## config.mk

```make
export PLATFORM = sky130hd
export DESIGN_NAME = ivd_decoder
export DESIGN_NICKNAME = d
export VERILOG_FILES = /design/src/rtl/ivd_pkg.sv /design/src/rtl/ivd_classify.sv /design/src/rtl/ivd_fields.sv /design/src/rtl/ivd_stage.sv /design/src/rtl/ivd_decoder.sv
export SDC_FILE = /design/constraint.sdc
export NUM_CORES = 1
export LEC_CHECK = 0
export BUFFER_PORTS_ARGS = -buffer_cell sky130_fd_sc_hd__buf_4
export CAP_MARGIN = 5
export CORE_MARGIN = 2
export CORE_UTILIZATION = 23
export DETAILED_ROUTE_END_ITERATION = 8
export PLACE_DENSITY_LB_ADDON = 0.2
export SETUP_SLACK_MARGIN = 0.02
export SLEW_MARGIN = 40
export SYNTH_ARGS = -nofsm -noshare
export SYNTH_HDL_FRONTEND = slang
export SYNTH_HIERARCHICAL = 1
export SYNTH_SLANG_ARGS = --single-unit
export TNS_END_PERCENT = 1
```

## constraint.sdc

```tcl
create_clock -name clk -period 2 [get_ports clk]
set_input_delay 0.1 -clock clk [delete_from_list [all_inputs] [get_ports clk]]
set_output_delay 0.1 -clock clk [all_outputs]
set_load 0.005 [all_outputs]
```

## src/rtl/ivd_pkg.sv

```systemverilog
package ivd_pkg;

  localparam int OP_W = 7;

  typedef logic [OP_W-1:0] op_t;

  typedef enum logic [1:0] {
    FORM_NONE   = 2'd0,
    FORM_REG    = 2'd1,
    FORM_IMM8   = 2'd2,
    FORM_BRANCH = 2'd3
  } form_e;

  localparam op_t OP_IMM8_BASE = 7'h40;
  localparam op_t OP_BR_BASE   = 7'h50;
  localparam op_t OP_ILLEGAL   = 7'h7F;
  localparam logic [3:0] COND_MAX = 4'd9;

  // register-form opcodes that are defined
  function automatic logic f_reg_legal(input logic [7:0] opc);
    return (opc <= 8'h0E) || ((opc >= 8'h19) && (opc <= 8'h39));
  endfunction

  // register-form opcodes carrying a trailing 32-bit word
  function automatic logic f_reg_long(input logic [7:0] opc);
    logic hit;
    case (opc)
      8'h01, 8'h03, 8'h08, 8'h09, 8'h0C, 8'h0D,
      8'h1A, 8'h1B, 8'h1D, 8'h1F,
      8'h20, 8'h22, 8'h24, 8'h30,
      8'h36, 8'h37, 8'h38, 8'h39: hit = 1'b1;
      default:                    hit = 1'b0;
    endcase
    return hit;
  endfunction

  // shifts: amount taken from low 5 bits of second register
  function automatic logic f_reg_shift(input logic [7:0] opc);
    return (opc == 8'h27) || (opc == 8'h28) || (opc == 8'h2D);
  endfunction

  function automatic form_e f_form(input logic [1:0] top2);
    form_e f;
    if (!top2[1])     f = FORM_REG;
    else if (!top2[0]) f = FORM_IMM8;
    else              f = FORM_BRANCH;
    return f;
  endfunction

endpackage

```

## src/rtl/ivd_classify.sv

```systemverilog
module ivd_classify
  import ivd_pkg::*;
#(
  parameter int LEN_W     = 3,
  parameter int LEN_SHORT = 2,
  parameter int LEN_LONG  = 6
) (
  input  logic [7:0]       hi,
  output form_e            form,
  output op_t              op,
  output logic             legal,
  output logic             has_imm,
  output logic [LEN_W-1:0] len_bytes,
  output logic             shift_op
);

  logic [1:0] sub_op;
  logic [3:0] cond_code;

  assign form      = f_form(hi[7:6]);
  assign sub_op    = hi[5:4];
  assign cond_code = hi[5:2];

  always_comb begin
    legal = 1'b1;
    op    = OP_ILLEGAL;
    unique case (form)
      FORM_REG: begin
        legal = f_reg_legal(hi);
        op    = hi[6:0];
      end
      FORM_IMM8: begin
        op = OP_IMM8_BASE | op_t'(sub_op);
      end
      FORM_BRANCH: begin
        legal = (cond_code <= COND_MAX);
        op    = OP_BR_BASE | op_t'(cond_code);
      end
      default: legal = 1'b0;
    endcase
    if (!legal) op = OP_ILLEGAL;
  end

  assign has_imm   = (form == FORM_REG) && legal && f_reg_long(hi);
  assign len_bytes = has_imm ? LEN_W'(LEN_LONG) : LEN_W'(LEN_SHORT);
  assign shift_op  = (form == FORM_REG) && f_reg_shift(hi);

endmodule

```

## src/rtl/ivd_fields.sv

```systemverilog
module ivd_fields
  import ivd_pkg::*;
#(
  parameter int REG_W  = 4,
  parameter int IMM_W  = 8,
  parameter int COND_W = 4,
  parameter int OFF_W  = 10,
  parameter int ADDR_W = 32,
  localparam int BODY_W = OFF_W + COND_W
) (
  input  logic [BODY_W-1:0] body,
  input  form_e             form,
  output logic [REG_W-1:0]  ra,
  output logic [REG_W-1:0]  rb,
  output logic [IMM_W-1:0]  imm8,
  output logic [COND_W-1:0] cond,
  output logic [ADDR_W-1:0] br_off
);

  localparam int EXT_W = ADDR_W - OFF_W - 1;

  logic [OFF_W-1:0]  off_raw;
  logic [ADDR_W-1:0] off_bytes;

  assign off_raw   = body[OFF_W-1:0];
  // halfword count -> signed byte offset
  assign off_bytes = {{EXT_W{off_raw[OFF_W-1]}}, off_raw, 1'b0};

  always_comb begin
    ra     = '0;
    rb     = '0;
    imm8   = '0;
    cond   = '0;
    br_off = '0;
    unique case (form)
      FORM_REG: begin
        ra = body[2*REG_W-1:REG_W];
        rb = body[REG_W-1:0];
      end
      FORM_IMM8: begin
        ra   = body[IMM_W+REG_W-1:IMM_W];
        imm8 = body[IMM_W-1:0];
      end
      FORM_BRANCH: begin
        cond   = body[BODY_W-1:OFF_W];
        br_off = off_bytes;
      end
      default: ;
    endcase
  end

endmodule

```

## src/rtl/ivd_stage.sv

```systemverilog
module ivd_stage #(
  parameter int W = 8
) (
  input  logic         clk,
  input  logic         rst,
  input  logic         load,
  input  logic [W-1:0] d,
  output logic [W-1:0] q,
  output logic         q_valid
);

  always_ff @(posedge clk) begin
    if (rst) begin
      q       <= '0;
      q_valid <= 1'b0;
    end else begin
      q_valid <= load;
      if (load) q <= d;
    end
  end

endmodule

```

## src/rtl/ivd_decoder.sv

```systemverilog
module ivd_decoder
  import ivd_pkg::*;
#(
  parameter int INSN_W = 16,
  parameter int REG_W  = 4,
  parameter int IMM_W  = 8,
  parameter int COND_W = 4,
  parameter int OFF_W  = 10,
  parameter int ADDR_W = 32,
  parameter int LEN_W  = 3
) (
  input  logic              clk,
  input  logic              rst,
  input  logic              in_valid,
  input  logic [INSN_W-1:0] insn,
  output logic              out_valid,
  output logic [OP_W-1:0]   op,
  output logic [1:0]        form,
  output logic [REG_W-1:0]  ra,
  output logic [REG_W-1:0]  rb,
  output logic [IMM_W-1:0]  imm8,
  output logic [COND_W-1:0] cond,
  output logic [ADDR_W-1:0] br_off,
  output logic              has_imm,
  output logic [LEN_W-1:0]  len_bytes,
  output logic              illegal,
  output logic              shift_op
);

  localparam int BODY_W = OFF_W + COND_W;
  localparam int PAY_W  = OP_W + 2 + 2*REG_W + IMM_W + COND_W + ADDR_W + LEN_W + 3;

  // named decode events, visible to the checker
  form_e             dec_form;
  op_t               dec_op;
  logic              dec_legal;
  logic              dec_long;
  logic              dec_shift;
  logic [LEN_W-1:0]  dec_len;
  logic [REG_W-1:0]  dec_ra, dec_rb;
  logic [IMM_W-1:0]  dec_imm;
  logic [COND_W-1:0] dec_cond;
  logic [ADDR_W-1:0] dec_off;
  logic [PAY_W-1:0]  pay_d, pay_q;

  ivd_classify #(.LEN_W(LEN_W)) u_cls (
    .hi        (insn[INSN_W-1:INSN_W-8]),
    .form      (dec_form),
    .op        (dec_op),
    .legal     (dec_legal),
    .has_imm   (dec_long),
    .len_bytes (dec_len),
    .shift_op  (dec_shift)
  );

  ivd_fields #(
    .REG_W(REG_W), .IMM_W(IMM_W), .COND_W(COND_W),
    .OFF_W(OFF_W), .ADDR_W(ADDR_W)
  ) u_fld (
    .body   (insn[BODY_W-1:0]),
    .form   (dec_form),
    .ra     (dec_ra),
    .rb     (dec_rb),
    .imm8   (dec_imm),
    .cond   (dec_cond),
    .br_off (dec_off)
  );

  assign pay_d = {dec_op, dec_form, dec_ra, dec_rb, dec_imm, dec_cond,
                  dec_off, dec_len, dec_long, !dec_legal, dec_shift};

  ivd_stage #(.W(PAY_W)) u_out (
    .clk     (clk),
    .rst     (rst),
    .load    (in_valid),
    .d       (pay_d),
    .q       (pay_q),
    .q_valid (out_valid)
  );

  assign {op, form, ra, rb, imm8, cond, br_off,
          len_bytes, has_imm, illegal, shift_op} = pay_q;

endmodule

```

==> results of run 1 <==
-- area by class of cell --
type / count / area (um2)
sequential: 68 / 1360
timing repair buffer: 90 / 688
inverter: 5 / 18.8
clock inverter: 2 / 35.0
tap: 184 / 230
multi-input combinational: 225 / 1560
fill: 1514 / 10200
clock buffer: 12 / 256
-- layout by cell type, fill, tap and decap left out, drive strengths merged --
cell and instances:
nand4b 3, a21oi 2, nand2 6, buf 90, or2 1, and4b 1
dfxtp 68, a21boi 1, a2bb2oi 1, a31o 1, o21ai 7, ha 3
clkbuf 12, o21a 2, and2 26, a311oi 1, conb 3, nor2b 2
or3 2, o31a 4, nor3b 1, o2111ai 1, o21ba 1, a22oi 4
xor2 1, clkinv 1, mux2i 67, nor2 75, nand3b 1, xnor2 2
o311ai 1, nand4 2, nand3 3, inv 5, bufinv 1
-- cells by family after synthesis --
logic type | after synthesis
buffers and inverters | 58
XOR/XNOR | 3
adder cells (fa/ha/maj) | 3
AO/OA/AOI/OAI | 26
other | 3
AND/OR/NAND/NOR | 123
multiplexers | 67
flip-flops | 68
-- cell usage after synthesis (2+ instances only) --
master	n
buf_12	2
nor2_1	75
o21a_1	2
o31a_1	4
a21oi_1	2
and2_1	18
nand2_1	6
ha_1	3
nand4b_1	3
dfxtp_1	68
mux2i_1	67
inv_1	5
buf_4	35
buf_2	6
and2_2	8
o21ai_1	2
nand3_1	3
clkbuf_1	4
o21ai_0	5
buf_6	4
a22oi_1	4
xnor2_1	2
nor2b_1	2
conb_1	3
-- metal layers --
metal	global-route usage, %	vias to the layer above	part of all wire (%)
li1	-	1230	-
met1	14.4	1151	49
met2	15.9	63	42
met3	4.21	13	6.3
met4	6.15	0	2.4
met5	0	-	0
-- worst min-delay path, cell delays in order --
cell     delay (ns)
buf_4          0.09
and2_1         0.11
mux2i_1        0.06
nor2_1         0.07
-- through the flow --
step | util (%) | hold slack [ns] | std cells | power, mW | worst slack [ns]
2_1_floorplan | - | 0.353 | 351 | 1.77 | 0.571
3_3_place_gp | 26.9 | 0.471 | 572 | 1.89 | 0.303
3_5_place_dp | 26.9 | 0.481 | 572 | 1.89 | 0.259
4_1_cts | 28.9 | 0.117 | 586 | 3.53 | 0.602
5_1_grt | 28.9 | 0.135 | 586 | 3.61 | 0.496
6_report | 28.9 | 0.131 | 586 | 3.44 | 0.720
-- state kept, by name, summed over array words and instances, names as in the netlist --
name,flops
u_out/q,67
u_out/q_valid,1
-- power groups by stage --
stage	Sequential (mW)	Combinational (mW)	Clock, mW
after floorplan	1.47	0.308	0
after global placement	1.47	0.424	0
after detailed placement	1.47	0.427	0
after CTS	1.44	0.428	1.66
after global routing	1.44	0.467	1.70
final	1.44	0.420	1.59
-- worst paths after layout --
| path | startpoint | end | cells after the start |
|---|---|---|---|
| worst max-delay path | insn[14] | u_out/q[57] | 9 |
| worst max register to register | u_out/q[12] | u_out/q[12] | 2 |
| worst min register to register | u_out/q[7] | u_out/q[7] | 2 |
| worst min-delay path | insn[3] | u_out/q[10] | 4 |
==> run metrics, run 1 <==
status complete, no violations; CP max FO 12; Crit path max-delay family adder cells; Post-Synthesis Net Count 373; Rel. slew slack 49.9%; Distinct cells, synth 42; Critical Path End Type flop; Worst EP arrival 1.54 ns; Inserted Clock Buffers 9; Critical-path top delay cell ha_1; complex-gate fraction of the synthesized area 6.26%; CTS resizes 0; Clock transition at path regs 0.05 ns; worst path bufs/invs 3; Syn Area/Cell 9.56 um2; antenna cell count 0; register share of total power 41.7%; Slew @ Worst Pin 0.752 ns; CP Class in2reg; Clock power frac 46.1%; internal power 2.63 mW; pin count of the biggest net entering global routing 69; power density cells 829 nW/um2; share of cells above drive strength 1 28.9%; max frequency 781 MHz; Worst IR Drop VDD 0.354 mV; final WL 8280 um; initial antenna violation count 0; HP Class in2reg; Top FF cell, synth dfxtp_1; Iteration-0 DRC Markers 82; global route total overflow 0; Post-CTS Hold Fix Bufs 0; asr flop ratio synth 0%; total global-route track usage 11.1%; Port-buffer cells 86; fin. max-slew vios 0; DP Area 3860 um2; Max stage delay on crit path 0.43 ns; share of the yosys chip area belonging to registers 40.6%; main combinational cell family by area after synthesis multiplexers; Die Y 125 um; final setup fails 0; Initial Util 23.4%; Post-synth EDFFs 0; Finished Cell Area 4150 um2; Rows 44; RSZ-0062 raised after global routing false; Combinational Power Share 12.2%; XOR/XNOR Fraction of Synth Area 0.783%; # IOs 87; DRC 0; Clock Path Buffers 2; Die ar. 15,600 um2; First-pass DRT Iterations 4; Via Count 2,457; Startpoint Class input pin; antenna viol nets, final 0; synth-to-layout area growth 23.8%; leakage power total 1.94 nW; Seq cells post-synth 68; clk_skew 0 ns; Routed WL per cell 14.1 um; core footprint 14,400 um2; H-tree depth 3; Psw 0.815 mW; clk_lat worst skew 0.33 ns; critical-path cell list buf_4 > inv_1 > nand2_1 > inv_1 > ha_1 > a22oi_1 > nor2_1 > mux2i_1 > nor2_1; total negative slack 0 ns; CTS Root Buffer Type clkbuf_16; mapped cell area 3360 um2; multiplexer share of the synthesized area 20.0%; Ys Warns 6; Sinks on Clock Net 68; Die X 125 um; switching share of total power 23.7%; Final min period 1.28 ns; post-synth top area share 40.6%; Final #Nets 421; GP Congestion 0.687; vias in the first global route 2,410; Yosys top cell by area dfxtp_1; first-pass GRT wire length 13,400 um; final hold viol count 0; mean number of vias per cell 4.19; Area contributors post-synth dfxtp_1 41%, mux2i_1 20%, nor2_1 8.4%; Crit path required time 2.26 ns; DPL Wire Length 5460 um; R2R Setup Slk 1.33 ns; synthesized-area fraction occupied by adder cells 1.12%; simple-gate share of the synthesized area 18.1%; CTS tree done; period utilization 64.0%; post-CTS setup buffers 0; max-cap viol count 0; Post-Syn Instances 351
Power figures use the tool's default switching activity.
==> run 2: changes to the inputs <==
==> constraint.sdc (replaced) <==
create_clock -name clk -period 1.3 [get_ports clk]
set_input_delay 0.065 -clock clk [delete_from_list [all_inputs] [get_ports clk]]
set_output_delay 0.065 -clock clk [all_outputs]
set_load 0.005 [all_outputs]
==> run 2 against run 1 <==
Against the previous run: via count is 1.7% higher; wire length up 1.5%; clock skew unchanged; hold slack lost 0.034 ns; critical path type unchanged.
==> run metrics, run 2 (synthesis gave the netlist of run 1 again) <==
Iteration-0 DRC Markers 84 (+2.4%); core footprint 14,400 um2 (unchanged); biggest regs u_out/q (67), u_out/q_valid (1); initial antenna violation count 0 (unchanged); # IOs 87 (unchanged); Final min period 1.01 ns; DP Area 4020 um2 (+4.1%); H-tree depth 3 (unchanged); R2R Setup Slk 0.66 ns (-0.67 ns); RSZ-0062 raised after global routing false; first-pass GRT wire length 13,600 um (+1.7%); largest register by flop count u_out/q; GP Congestion 0.764 (+11%); critical-path cell list buf_4 > o31a_1 > or3_4 > nand4_4 > a311oi_2 > mux2i_1 > nor2_1; antenna cell count 0 (unchanged); Rows 44 (unchanged); CTS tree done; Clock Path Buffers 2 (unchanged); Post-CTS Hold Fix Bufs 0 (unchanged); power density cells 1250 nW/um2 (+51%); most frequent cells in the layout 101 x buf_4, 75 x nor2_1, 68 x dfxtp_1; Worst EP arrival 1.23 ns (-0.31 ns); register share of total power 40.8% (-0.9 points); final WL 8400 um (+1.5%); Via Count 2,498 (+1.7%); final setup fails 0 (unchanged); CTS Root Buffer Type clkbuf_16; share of cells above drive strength 1 31.6% (+2.7 points); Worst IR Drop VDD 0.564 mV (+60%); internal power 4.16 mW (+58%); Crit path required time 1.52 ns (-0.74 ns); First-pass DRT Iterations 6 (+2); top sig layer met4; fin. max-slew vios 0 (unchanged); CP Class in2reg; total global-route track usage 11.1% (about the same); status complete, no violations; WL met3 586 um (+12%); Initial Util 23.4% (unchanged); Startpoint Class input pin; vias in the first global route 2,449 (+1.6%); Die Y 125 um (unchanged); met2 WL 3770 um (+8.6%); Clock power frac 46.4% (+0.3 points); Inserted Clock Buffers 9 (unchanged); Critical Path End Type flop; Die ar. 15,600 um2 (unchanged); pin count of the biggest net entering global routing 69 (unchanged); period utilization 77.6%; mean number of vias per cell 4.15 (-1.0%); Worst Setup SP insn[10]; Max stage delay on crit path 0.35 ns (-0.08 ns); CP max FO 7 (-5); Critical-path top delay cell or3_4; switching share of total power 23.4% (-0.27 points); leakage power total 2.03 nW (+4.7%); post-CTS setup buffers 0 (unchanged); Sinks on Clock Net 68 (unchanged); DRC 0 (unchanged); hold path start insn[3]; Psw 1.27 mW (+56%); max FFs per register 67 (unchanged); Fillers 1,494 (-1.3%); Finished Cell Area 4320 um2 (+4.1%); synth-to-layout area growth 28.8%; max-cap viol count 0 (unchanged); Critical R2R Launch u_out/q[0]; clk_skew 0 ns (unchanged); HP Class in2reg; Die X 125 um (unchanged); Final Util 30.1% (+1.2 points); final hold viol count 0 (unchanged); DPL Wire Length 5770 um (+5.8%); Routed WL per cell 14.0 um (-1.2%); global route total overflow 0 (unchanged); most common cell after layout, fill and taps aside buf_4; antenna viol nets, final 0 (unchanged); Power, Total 5.42 mW (+57%); Clock transition at path regs 0.06 ns (about the same); max frequency 991 MHz; Port-buffer cells 86 (unchanged); CTS resizes 0 (unchanged); Final #Nets 436 (+3.6%); clk_lat worst skew 0.33 ns (about the same); WL met1 3910 um (-4.1%); Combinational Power Share 12.9% (+0.7 points)
[run 2: cell count changes in the layout (fill, tap and decap cells not counted), sizes merged]
cell    before  now
buf         90  105
clkbuf      12   14
clkinv       1    0
[run 2: critical path, delay by kind of cell]
kind	cells	cell delay, ns
AND/OR/NAND/NOR	3	0.52
AO/OA/AOI/OAI	2	0.36
multiplexers	1	0.16
buffers and inverters	1	0.12
[run 2: power by group through the flow]
stage | combinational [mW] | sequential (mW) | clock, mW
floorplan | 0.477 | 2.26 | 0
global placement | 0.705 | 2.26 | 0
detailed placement | 0.712 | 2.26 | 0
CTS | 0.714 | 2.21 | 2.64
global route | 0.771 | 2.22 | 2.71
finish | 0.697 | 2.21 | 2.52
[run 2: final timing paths]
| check | cells past startpoint | to |
|---|---|---|
| max | 7 | u_out/q[5] |
| max reg2reg | 2 | u_out/q[0] |
| min reg2reg | 2 | u_out/q[58] |
| min | 4 | u_out/q[53] |
[run 2: layer usage]
metal	vias up	track usage (%)
met5	-	0
met4	0	4.82
met3	11	4.34
met2	61	16.7
met1	1158	14.1
li1	1268	-
[run 2: metrics by stage]
step	instances	hold slack [ns]	setup slack (ns)	setup TNS, ns
after global routing	602	0.106	0.149	0
after CTS	602	0.0826	0.306	0
after floorplan	351	0.318	-0.0420	-0.247
final	602	0.0965	0.291	0
after global placement	587	0.438	-0.0540	-0.248
after detailed placement	587	0.440	-0.0618	-0.616
[run 2: layout make-up]
class / instances / area [um2] / share of cell area (%)
Clock buffer: 14 / 274 / 6.34
Clock inverter: 1 / 30.0 / 0.695
Inverter: 5 / 18.8 / 0.434
Multi-Input combinational cell: 225 / 1570 / 36.3
Sequential cell: 68 / 1360 / 31.5
Tap cell: 184 / 230 / 5.33
Timing Repair Buffer: 105 / 838 / 19.4
==> run 3: changes to the inputs <==
==> constraint.sdc (replaced) <==
create_clock -name clk -period 0.9 [get_ports clk]
set_input_delay 0.045 -clock clk [delete_from_list [all_inputs] [get_ports clk]]
set_output_delay 0.045 -clock clk [all_outputs]
set_load 0.005 [all_outputs]
==> run 3 against run 2 <==
Against the previous run: the flow now finishes with violations (negative setup slack); die area unchanged; largest cell class unchanged; sequential share of layout area down 0.56 points; clock-buffer cell count down 1; combinational power up 54%; hold slack worse by 0.016 ns; largest power group unchanged; flip-flop and latch count unchanged; critical path depth unchanged; sequential power up 45%.
==> run metrics, run 3 (synthesis gave the netlist of run 1 again) <==
status finished with violations; failing checks negative setup slack; pin count of the biggest net entering global routing 48 (-30%); clk_skew 0 ns (unchanged); Max stage delay on crit path 0.35 ns (about the same); total global-route track usage 11.4% (+0.26 points); largest register by flop count u_out/q; Rows 44 (unchanged); Die Y 125 um (unchanged); # IOs 87 (unchanged); First-pass DRT Iterations 4 (-2); final setup fails 8 (+8); placed insts 595 (+1.4%); Finished Cell Area 4450 um2 (+2.8%); period utilization 109%; hold path start insn[3]; Via Count 2,501 (+0.12%); core footprint 14,400 um2 (unchanged); H-tree depth 3 (unchanged); internal power 5.78 mW (+39%); vias in the first global route 2,572 (+5.0%); CTS Root Buffer Type clkbuf_16; Final min period 0.980 ns; global route total overflow 0 (unchanged); Min Hold Slack 0.0804 ns (-0.0161 ns); Final Util 30.9% (+0.85 points); leakage power total 2.08 nW (+2.1%); GP Congestion 0.769 (+0.62%); Startpoint Class input pin; antenna cell count 0 (unchanged); DPL Wire Length 6170 um (+6.9%); Crit path required time 1.11 ns (-0.41 ns); max-cap viol count 0 (unchanged); register share of total power 41.8% (+1.0 points); post-CTS setup buffers 0 (unchanged); Clock transition at path regs 0.05 ns (about the same); Power, Total 7.65 mW (+41%); Critical Path End Type flop; max frequency 1020 MHz; mean number of vias per cell 4.09 (-1.4%); critical-path cell list buf_8 > o31a_1 > or3_4 > nand4_4 > a311oi_2 > mux2i_1 > nor2_1; clk_lat worst skew 0.33 ns (about the same); DRC 0 (unchanged); Iteration-0 DRC Markers 140 (+67%); most common cell after layout, fill and taps aside buf_4; Final #Nets 444 (+1.8%); Clock power frac 44.2% (-2.2 points); Inserted Clock Buffers 9 (unchanged); Clock Path Buffers 2 (unchanged); Psw 1.87 mW (+48%); synth-to-layout area growth 32.5%; Routed WL per cell 14.2 um (+1.7%); DP Area 4090 um2 (+1.8%); most frequent cells in the layout 106 x buf_4, 75 x nor2_1, 67 x mux2i_1; Worst IR Drop VDD 0.651 mV (+15%); Initial Util 23.4% (unchanged); Port-buffer cells 86 (unchanged); final WL 8670 um (+3.2%); total negative slack -0.379 ns (-0.379 ns); Worst Setup SP insn[10]; CTS tree done; first-pass GRT wire length 13,900 um (+1.7%); Die X 125 um (unchanged); RSZ-0062 raised after global routing true; final hold viol count 0 (unchanged); antenna viol nets, final 0 (unchanged); biggest regs u_out/q (67), u_out/q_valid (1); Worst EP arrival 1.19 ns (-0.04 ns); share of cells above drive strength 1 37.5% (+5.9 points); max FFs per register 67 (unchanged); Fillers 1,503 (+0.60%); Combinational Power Share 14.0% (+1.1 points); CP max FO 7 (unchanged); initial antenna violation count 0 (unchanged); final cell count without fillers 611 (+1.5%); Sinks on Clock Net 68 (unchanged); Critical R2R Launch u_out/q[19]; switching share of total power 24.5% (+1.1 points); power density cells 1720 nW/um2 (+37%); Place WS -0.479 ns (-0.417 ns); fin. max-slew vios 0 (unchanged); Die ar. 15,600 um2 (unchanged); HP Class in2reg; CP Class in2reg; Final WS setup -0.0799 ns (-0.371 ns); Critical-path top delay cell or3_4
[run 3: cell count changes in the layout (fill, tap and decap cells not counted), moves of 2 or more]
cell,change
buf_4,+5
dfxtp_2,+11
clkinvlp_4,+2
ha_2,+2
ha_1,-3
dfxtp_1,-11
[run 3: power by group through the flow]
stage                     Sequential (mW)  Clock (mW)  Combinational (mW)
after floorplan                      3.26           0               0.689
after global placement               3.26           0                1.06
after detailed placement             3.26           0                1.07
after CTS                            3.20        3.54                1.08
after global routing                 3.21        3.64                1.18
final                                3.20        3.38                1.07
[run 3: area by class of cell]
| type | count | area [um2] | share of cell area, % |
|---|---|---|---|
| Sequential cell | 68 | 1380 | 30.9 |
| Clock buffer | 13 | 270 | 6.08 |
| Timing Repair Buffer | 113 | 922 | 20.7 |
| Tap cell | 184 | 230 | 5.18 |
| Multi-Input combinational cell | 225 | 1610 | 36.2 |
| Clock inverter | 3 | 20.0 | 0.450 |
| Inverter | 5 | 18.8 | 0.422 |
[run 3: critical path: cells and delay by family]
| kind | cells | cell delay [ns] |
|---|---|---|
| multiplexers | 1 | 0.16 |
| AO/OA/AOI/OAI | 2 | 0.35 |
| AND/OR/NAND/NOR | 3 | 0.53 |
| buffers and inverters | 1 | 0.10 |
[run 3: final timing paths]
check           endpoint  slack (ns)  cells after the start
max           u_out/q[2]       -0.08                      7
min          u_out/q[10]        0.08                      4
max reg2reg  u_out/q[19]        0.27                      2
min reg2reg  u_out/q[38]        0.49                      2
[run 3: metal layers]
layer  up-vias  GRT usage, %  part of all wire (%)
met2        61          17.1                    44
met1      1158          14.8                    48
met4         0          4.82                   1.7
met3        11          4.12                   6.0
met5         -             0                     0
li1       1271             -                     -
[run 3: repair_timing]
action	CTS	global route
pin swaps	2	1
hold buffers	0	0
setup endpoints to repair	47	67
gates resized for setup	7	16
